[src/rtl/isoc_ring_pkg.sv]
package isoc_ring_pkg;

  // Status word: bit 0 active, bit 1 protocol error, bit 2 overflow.
  typedef struct packed {
    logic ovf;
    logic perr;
    logic act;
  } ring_sts_t;

  // Advance an offset by one, wrapping to zero after the last slot.
  function automatic logic [31:0] ring_step(input logic [31:0] p, input logic [31:0] last);
    return (p == last) ? 32'd0 : p + 32'd1;
  endfunction

  // Number of bytes held, given both offsets, the last slot and the full flag.
  function automatic logic [31:0] ring_fill(input logic [31:0] w, input logic [31:0] r,
                                            input logic [31:0] last, input logic bf);
    logic [31:0] span;
    span = last + 32'd1;
    if (w == r) return bf ? span : 32'd0;
    if (w > r) return w - r;
    return span - r + w;
  endfunction

endpackage

[src/rtl/isoc_ring_ptr.sv]
module isoc_ring_ptr #(
  parameter int OFS_W = 13
) (
  input  logic             clk,
  input  logic             rst_n,
  input  logic             adv,
  input  logic [OFS_W-1:0] last,
  output logic [OFS_W-1:0] ptr,
  output logic [OFS_W-1:0] nxt
);
  assign nxt = OFS_W'(isoc_ring_pkg::ring_step(32'(ptr), 32'(last)));

  always_ff @(posedge clk) begin
    if (!rst_n)   ptr <= '0;
    else if (adv) ptr <= nxt;
  end
endmodule

[src/rtl/isoc_ring_level.sv]
module isoc_ring_level #(
  parameter int OFS_W = 13,
  localparam int CNT_W = OFS_W + 1
) (
  input  logic [OFS_W-1:0] wptr,
  input  logic [OFS_W-1:0] rptr,
  input  logic [OFS_W-1:0] last,
  input  logic             bf,
  output logic [CNT_W-1:0] valid,
  output logic [CNT_W-1:0] space,
  output logic             at_full,
  output logic             at_empty
);
  logic [CNT_W-1:0] span;

  assign span     = CNT_W'(last) + CNT_W'(1);
  assign valid    = CNT_W'(isoc_ring_pkg::ring_fill(32'(wptr), 32'(rptr), 32'(last), bf));
  assign space    = span - valid;
  assign at_full  = (wptr == rptr) && bf;
  assign at_empty = (wptr == rptr) && !bf;
endmodule

[src/rtl/isoc_ring_status.sv]
module isoc_ring_status #(
  parameter int BLK_W = 9
) (
  input  logic             clk,
  input  logic             rst_n,
  input  logic             start,
  input  logic             side_stb,
  input  logic [BLK_W-1:0] blk,
  input  logic             perr_evt,
  input  logic             ovf_evt,
  input  logic             clr,
  output logic             active,
  output logic [2:0]       status
);
  import isoc_ring_pkg::*;

  ring_sts_t        sts;
  logic [BLK_W-1:0] done_cnt;
  logic             last_byte;

  assign last_byte = active && side_stb && (done_cnt == blk);
  assign active    = sts.act;
  assign status    = sts;

  always_ff @(posedge clk) begin
    if (!rst_n) begin
      sts      <= '0;
      done_cnt <= '0;
    end else begin
      if (start) begin
        sts.act  <= 1'b1;
        done_cnt <= '0;
      end else if (last_byte) begin
        sts.act  <= 1'b0;
      end else if (active && side_stb) begin
        done_cnt <= done_cnt + BLK_W'(1);
      end
      if (perr_evt)  sts.perr <= 1'b1;
      else if (clr)  sts.perr <= 1'b0;
      if (ovf_evt)   sts.ovf  <= 1'b1;
      else if (clr)  sts.ovf  <= 1'b0;
    end
  end
endmodule

[src/rtl/isoc_ring_ctl.sv]
module isoc_ring_ctl #(
  parameter int OFS_W = 13,
  parameter int ADR_W = 14,
  parameter int BLK_W = 9,
  localparam int CNT_W = OFS_W + 1
) (
  input  logic             clk,
  input  logic             rst_n,
  input  logic [ADR_W-1:0] cfg_base,
  input  logic [OFS_W-1:0] cfg_depth,
  input  logic [BLK_W-1:0] cfg_blk,
  input  logic             cfg_fce,
  input  logic             cfg_rx,
  input  logic             start_req,
  input  logic             wr_stb,
  input  logic             rd_stb,
  input  logic             perr_evt,
  input  logic             sts_clr,
  output logic             wr_en,
  output logic             rd_en,
  output logic [ADR_W-1:0] wr_addr,
  output logic [ADR_W-1:0] rd_addr,
  output logic             xfer_start,
  output logic             buf_full,
  output logic             buf_empty,
  output logic [CNT_W-1:0] valid_cnt,
  output logic [CNT_W-1:0] free_cnt,
  output logic [2:0]       status
);
  logic [OFS_W-1:0] wptr, rptr, wnxt, rnxt;
  logic             bf;
  logic             active;
  logic             side_stb;
  logic             ovf_evt;
  logic [CNT_W-1:0] need, avail;
  logic             makes_full, makes_empty;

  isoc_ring_ptr #(.OFS_W(OFS_W)) u_wptr (
    .clk(clk), .rst_n(rst_n), .adv(wr_en), .last(cfg_depth), .ptr(wptr), .nxt(wnxt));
  isoc_ring_ptr #(.OFS_W(OFS_W)) u_rptr (
    .clk(clk), .rst_n(rst_n), .adv(rd_en), .last(cfg_depth), .ptr(rptr), .nxt(rnxt));

  isoc_ring_level #(.OFS_W(OFS_W)) u_level (
    .wptr(wptr), .rptr(rptr), .last(cfg_depth), .bf(bf),
    .valid(valid_cnt), .space(free_cnt), .at_full(buf_full), .at_empty(buf_empty));

  // Byte acceptance: refuse writes into a full ring and reads from an empty one.
  assign wr_en   = wr_stb && !buf_full;
  assign rd_en   = rd_stb && !buf_empty;
  assign ovf_evt = wr_stb && buf_full && !cfg_fce;

  assign wr_addr = cfg_base + ADR_W'(wptr);
  assign rd_addr = cfg_base + ADR_W'(rptr);

  // Full flag: set by the write that closes the gap, cleared by the read that empties.
  assign makes_full  = wr_en && !rd_en && (wnxt == rptr);
  assign makes_empty = rd_en && !wr_en && (rnxt == wptr);

  always_ff @(posedge clk) begin
    if (!rst_n)           bf <= 1'b0;
    else if (makes_full)  bf <= 1'b1;
    else if (makes_empty) bf <= 1'b0;
  end

  // Block threshold on free space (receive) or stored bytes (transmit).
  assign need       = CNT_W'(cfg_blk) + CNT_W'(1);
  assign avail      = cfg_rx ? free_cnt : valid_cnt;
  assign xfer_start = start_req && !active && (avail >= need);
  assign side_stb   = cfg_rx ? wr_stb : rd_stb;

  isoc_ring_status #(.BLK_W(BLK_W)) u_status (
    .clk(clk), .rst_n(rst_n), .start(xfer_start), .side_stb(side_stb), .blk(cfg_blk),
    .perr_evt(perr_evt), .ovf_evt(ovf_evt), .clr(sts_clr), .active(active), .status(status));
endmodule

[config.mk]
export PLATFORM = sky130hd
export DESIGN_NAME = isoc_ring_ctl
export DESIGN_NICKNAME = d
export VERILOG_FILES = /design/src/rtl/isoc_ring_pkg.sv /design/src/rtl/isoc_ring_ptr.sv /design/src/rtl/isoc_ring_level.sv /design/src/rtl/isoc_ring_status.sv /design/src/rtl/isoc_ring_ctl.sv
export SDC_FILE = /design/constraint.sdc
export NUM_CORES = 1
export LEC_CHECK = 0
export BUFFER_PORTS_ARGS = -buffer_cell sky130_fd_sc_hd__buf_4
export CAP_MARGIN = 20
export CORE_ASPECT_RATIO = 0.5
export CORE_MARGIN = 2
export CORE_UTILIZATION = 50
export CTS_CLUSTER_DIAMETER = 120
export CTS_CLUSTER_SIZE = 28
export DETAILED_ROUTE_END_ITERATION = 10
export HOLD_SLACK_MARGIN = 0.06
export PLACE_DENSITY = 0.72
export SETUP_SLACK_MARGIN = 0.15
export SYNTH_ARGS = -nofsm -noshare
export SYNTH_HDL_FRONTEND = slang
export SYNTH_SLANG_ARGS = --single-unit
[constraint.sdc]
create_clock -name clk -period 18.2 [get_ports clk]
set_clock_uncertainty 0.05 [all_clocks]
set_input_delay 0.91 -clock clk [delete_from_list [all_inputs] [get_ports clk]]
set_output_delay 0.91 -clock clk [all_outputs]
set_load 0.1 [all_outputs]
==> results.sh <==
export IMPL_status="complete, no violations"
export IMPL_grt_overflow=0
export IMPL_irDropWorstVdd_mv=0.315
export IMPL_first_pass_iters=5
export IMPL_cp_num_buf_inv=3
export IMPL_placedCellCount=1253
export IMPL_slew_violations=0
export IMPL_grt_max_degree=37
export IMPL_clockRootBuffer="clkbuf_16"
export IMPL_r2r_slack_ns=10.95
export IMPL_rsz0062_at_grt="false"
export IMPL_synthCells=991
export IMPL_antenna_found_initial=0
export IMPL_first_iter_violations=449
export IMPL_synth_distinct_cells=85
export IMPL_synth_seq_cells=39
export IMPL_postSynthAreaPerCell_sq_um=7.51
export IMPL_cts_sinks=39
export IMPL_hold_path_startpoint="u_status.status[2]$_SDFFE_PN0P_"
export IMPL_num_nets_final=1215
export IMPL_p_per_area_mw_per_mm2=134
export IMPL_start_kind="input pin"
export IMPL_vias_per_cell=5.90
export IMPL_diodes=0
export IMPL_worst_hold_slack_ns=0.451
export IMPL_layout_drive_gt1_share_pct=15.1
export IMPL_synth_edff_count=0
export IMPL_h_tree_depth=2
export IMPL_slowest_stage="or4_1"
export IMPL_cap_violations=0
export IMPL_area_growth_pct=13.6
export IMPL_tightest_slew_ns=0.825
export IMPL_r2r_start="u_rptr.ptr[1]$_SDFFE_PN0P_"
export IMPL_cts_tree="done"
export IMPL_yosys_warnings=0
export IMPL_synth_ff_type="dfxtp_1"
export IMPL_arrival_ns=7.58
export IMPL_cts_buffer_depth=2
export IMPL_fmax_ghz=0.117
export IMPL_die_area_sq_mm=0.0159
export IMPL_die_w_microns=177
export IMPL_path_delay_family="compound AO/OA/AOI/OAI gates"
export IMPL_post_route_period_util_pct=46.9
export IMPL_syn_area_sq_mm=0.00745
export IMPL_yosysSeqAreaShare_pct=10.5
export IMPL_start_util_pct=51.3
export IMPL_core_area_sq_mm=0.0145
export IMPL_setup_violations=0
export IMPL_synth_top_area_cell="ha_1"
export IMPL_wl_mm=22.8
export IMPL_path_clk_slew_ns=0.08
export IMPL_synthTopCellsByCount="ha_1, xnor2_1, nor2_1"
export IMPL_async_flop_share_pct=0
export IMPL_final_hold_viol_count=0
export IMPL_dp_hpwl_mm=18.7
export IMPL_required_ns=17.24
export IMPL_cts_resized_gates=0
export IMPL_synth_area_leaders="ha_1, xnor2_1, dfxtp_1"
export IMPL_vias=7435
export IMPL_grt_use_total_pct=28.8
export IMPL_whs_endpoint="u_status.status[2]$_SDFFE_PN0P_"
export IMPL_post_cts_buffers=0
export IMPL_setup_tns_final_ns=0
export IMPL_io_buffer_count=108
export IMPL_worst_setup_path_end_kind="output port"
export IMPL_whs_path_depth=2
export IMPL_rr_worst_depth=26
export IMPL_grt_pass1_vias=7239
export IMPL_io_pins=109
export IMPL_power_leakage_nw=3.76
export IMPL_rr_endpoint="u_status.active$_SDFFE_PN0P_"
export IMPL_crit_top_cell="ha_1"
export IMPL_finalWeightedCongestion=0.944
export IMPL_final_cells=1261
export IMPL_drc_errors=0
export IMPL_netlist_area_leader_share_pct=15.3
export IMPL_hold_class="reg2reg"
export IMPL_postCtsHoldBufs=0
export IMPL_nFillCells=1395
export IMPL_clock_latency_ns=0.30
export IMPL_finalCriticalPeriod_ns=8.54
export IMPL_yosysMostFrequentCell="ha_1"
export IMPL_syn_nets=1144
export IMPL_crit_type="in2out"
export IMPL_die_h_microns=90.3
export IMPL_rows=31
export IMPL_crit_fanout=11
export IMPL_relSlewSlack_pct=45.0
export IMPL_numCtsBuffers=5
export IMPL_totalPowerFinal_mw=1.14
export IMPL_drtAntennaViolNets=0
export IMPL_critPathMaxStageDelay_ns=0.52
export IMPL_wl_per_cell_microns=18.1
export IMPL_grt_pass1_wl_mm=36.9
-- worst min-delay path: stages (launching register included) --
cell and delay (ns):
dfxtp_1 0.34, a32oi_1 0.06, nor2_1 0.07
-- cells by family (layout without fill, tap and decap cells) --
group,count (synthesis),in the layout,synth area share [%]
AO/OA/AOI/OAI,238,238,20.8
XOR/XNOR,149,149,17.5
adder cells (fa/ha/maj),108,108,19.9
buffers and inverters,120,192,6.79
flip-flops,39,39,10.5
multiplexers,8,8,1.19
AND/OR/NAND/NOR,329,329,23.3
-- worst max path at each step --
stage,start,end,depth (start not counted)
6_report,cfg_depth[0],xfer_start,28
3_5_place_dp,cfg_depth[0],xfer_start,28
3_3_place_gp,cfg_depth[0],xfer_start,28
4_1_cts,cfg_depth[0],xfer_start,28
5_1_grt,cfg_depth[0],xfer_start,28
2_1_floorplan,u_rptr.ptr[8]$_SDFFE_PN0P_,xfer_start,27
-- metrics by stage --
stage,worst slack (ns),instance area [sq um],utilization (%)
after floorplan,8.03,7450,-
after global placement,9.87,8320,57.3
after detailed placement,9.72,8320,57.3
after CTS,9.68,8460,58.3
after global routing,9.15,8460,58.3
final,9.66,8460,58.3
-- where the power goes --
group | leakage [nW] | total, mW | switching, mW | internal, mW
Clock | 0.0669 | 0.0945 | 0.0436 | 0.0509
Combinational | 3.38 | 0.946 | 0.702 | 0.244
Sequential | 0.315 | 0.0967 | 0.00822 | 0.0885
-- area by class of cell --
type / count / area, sq um / share of cell area [%]
clock buffer: 6 / 129 / 1.52
clock inverter: 2 / 12.5 / 0.148
inverter: 71 / 267 / 3.15
multi-input combinational: 832 / 6170 / 73.0
sequential: 39 / 781 / 9.23
tap: 198 / 248 / 2.93
timing repair buffer: 113 / 848 / 10.0
-- placed cells by master, fill, tap and decap left out, types with 4 or more instances in the layout --
cell type  count
buf_4        113
and3_1        19
and2_1         4
clkbuf_16      5
a211oi_1       4
a21o_1        13
o211ai_1       6
xnor2_1       90
nand3_1       37
nand4_1       16
nor2b_1       14
inv_1         70
nor3_1        22
a21oi_1       75
dfxtp_1       39
mux2i_1        4
o21a_1         5
a31oi_1       15
nand3b_1       7
nor2_1        78
ha_1          91
nor4_1         6
a211o_1        4
o21ai_0       57
nor3_2        11
xor2_1        59
fa_1          17
o32ai_1        6
a22oi_1        7
nand2_1       76
nand2b_1       9
a21boi_0       4
or2_2          5
-- sequential cells by signal (all words and copies together) (netlist names) --
register	count
u_rptr.ptr	13
u_status.done_cnt	9
bf	1
u_status.status	2
u_wptr.ptr	13
u_status.active	1
-- metal layers --
layer	part of all wire (%)	GRT usage (%)
met1	47	40.1
met2	44	46.5
met3	7.4	5.01
met4	2.0	6.40
met5	0	0
Power figures use the tool's default switching activity.
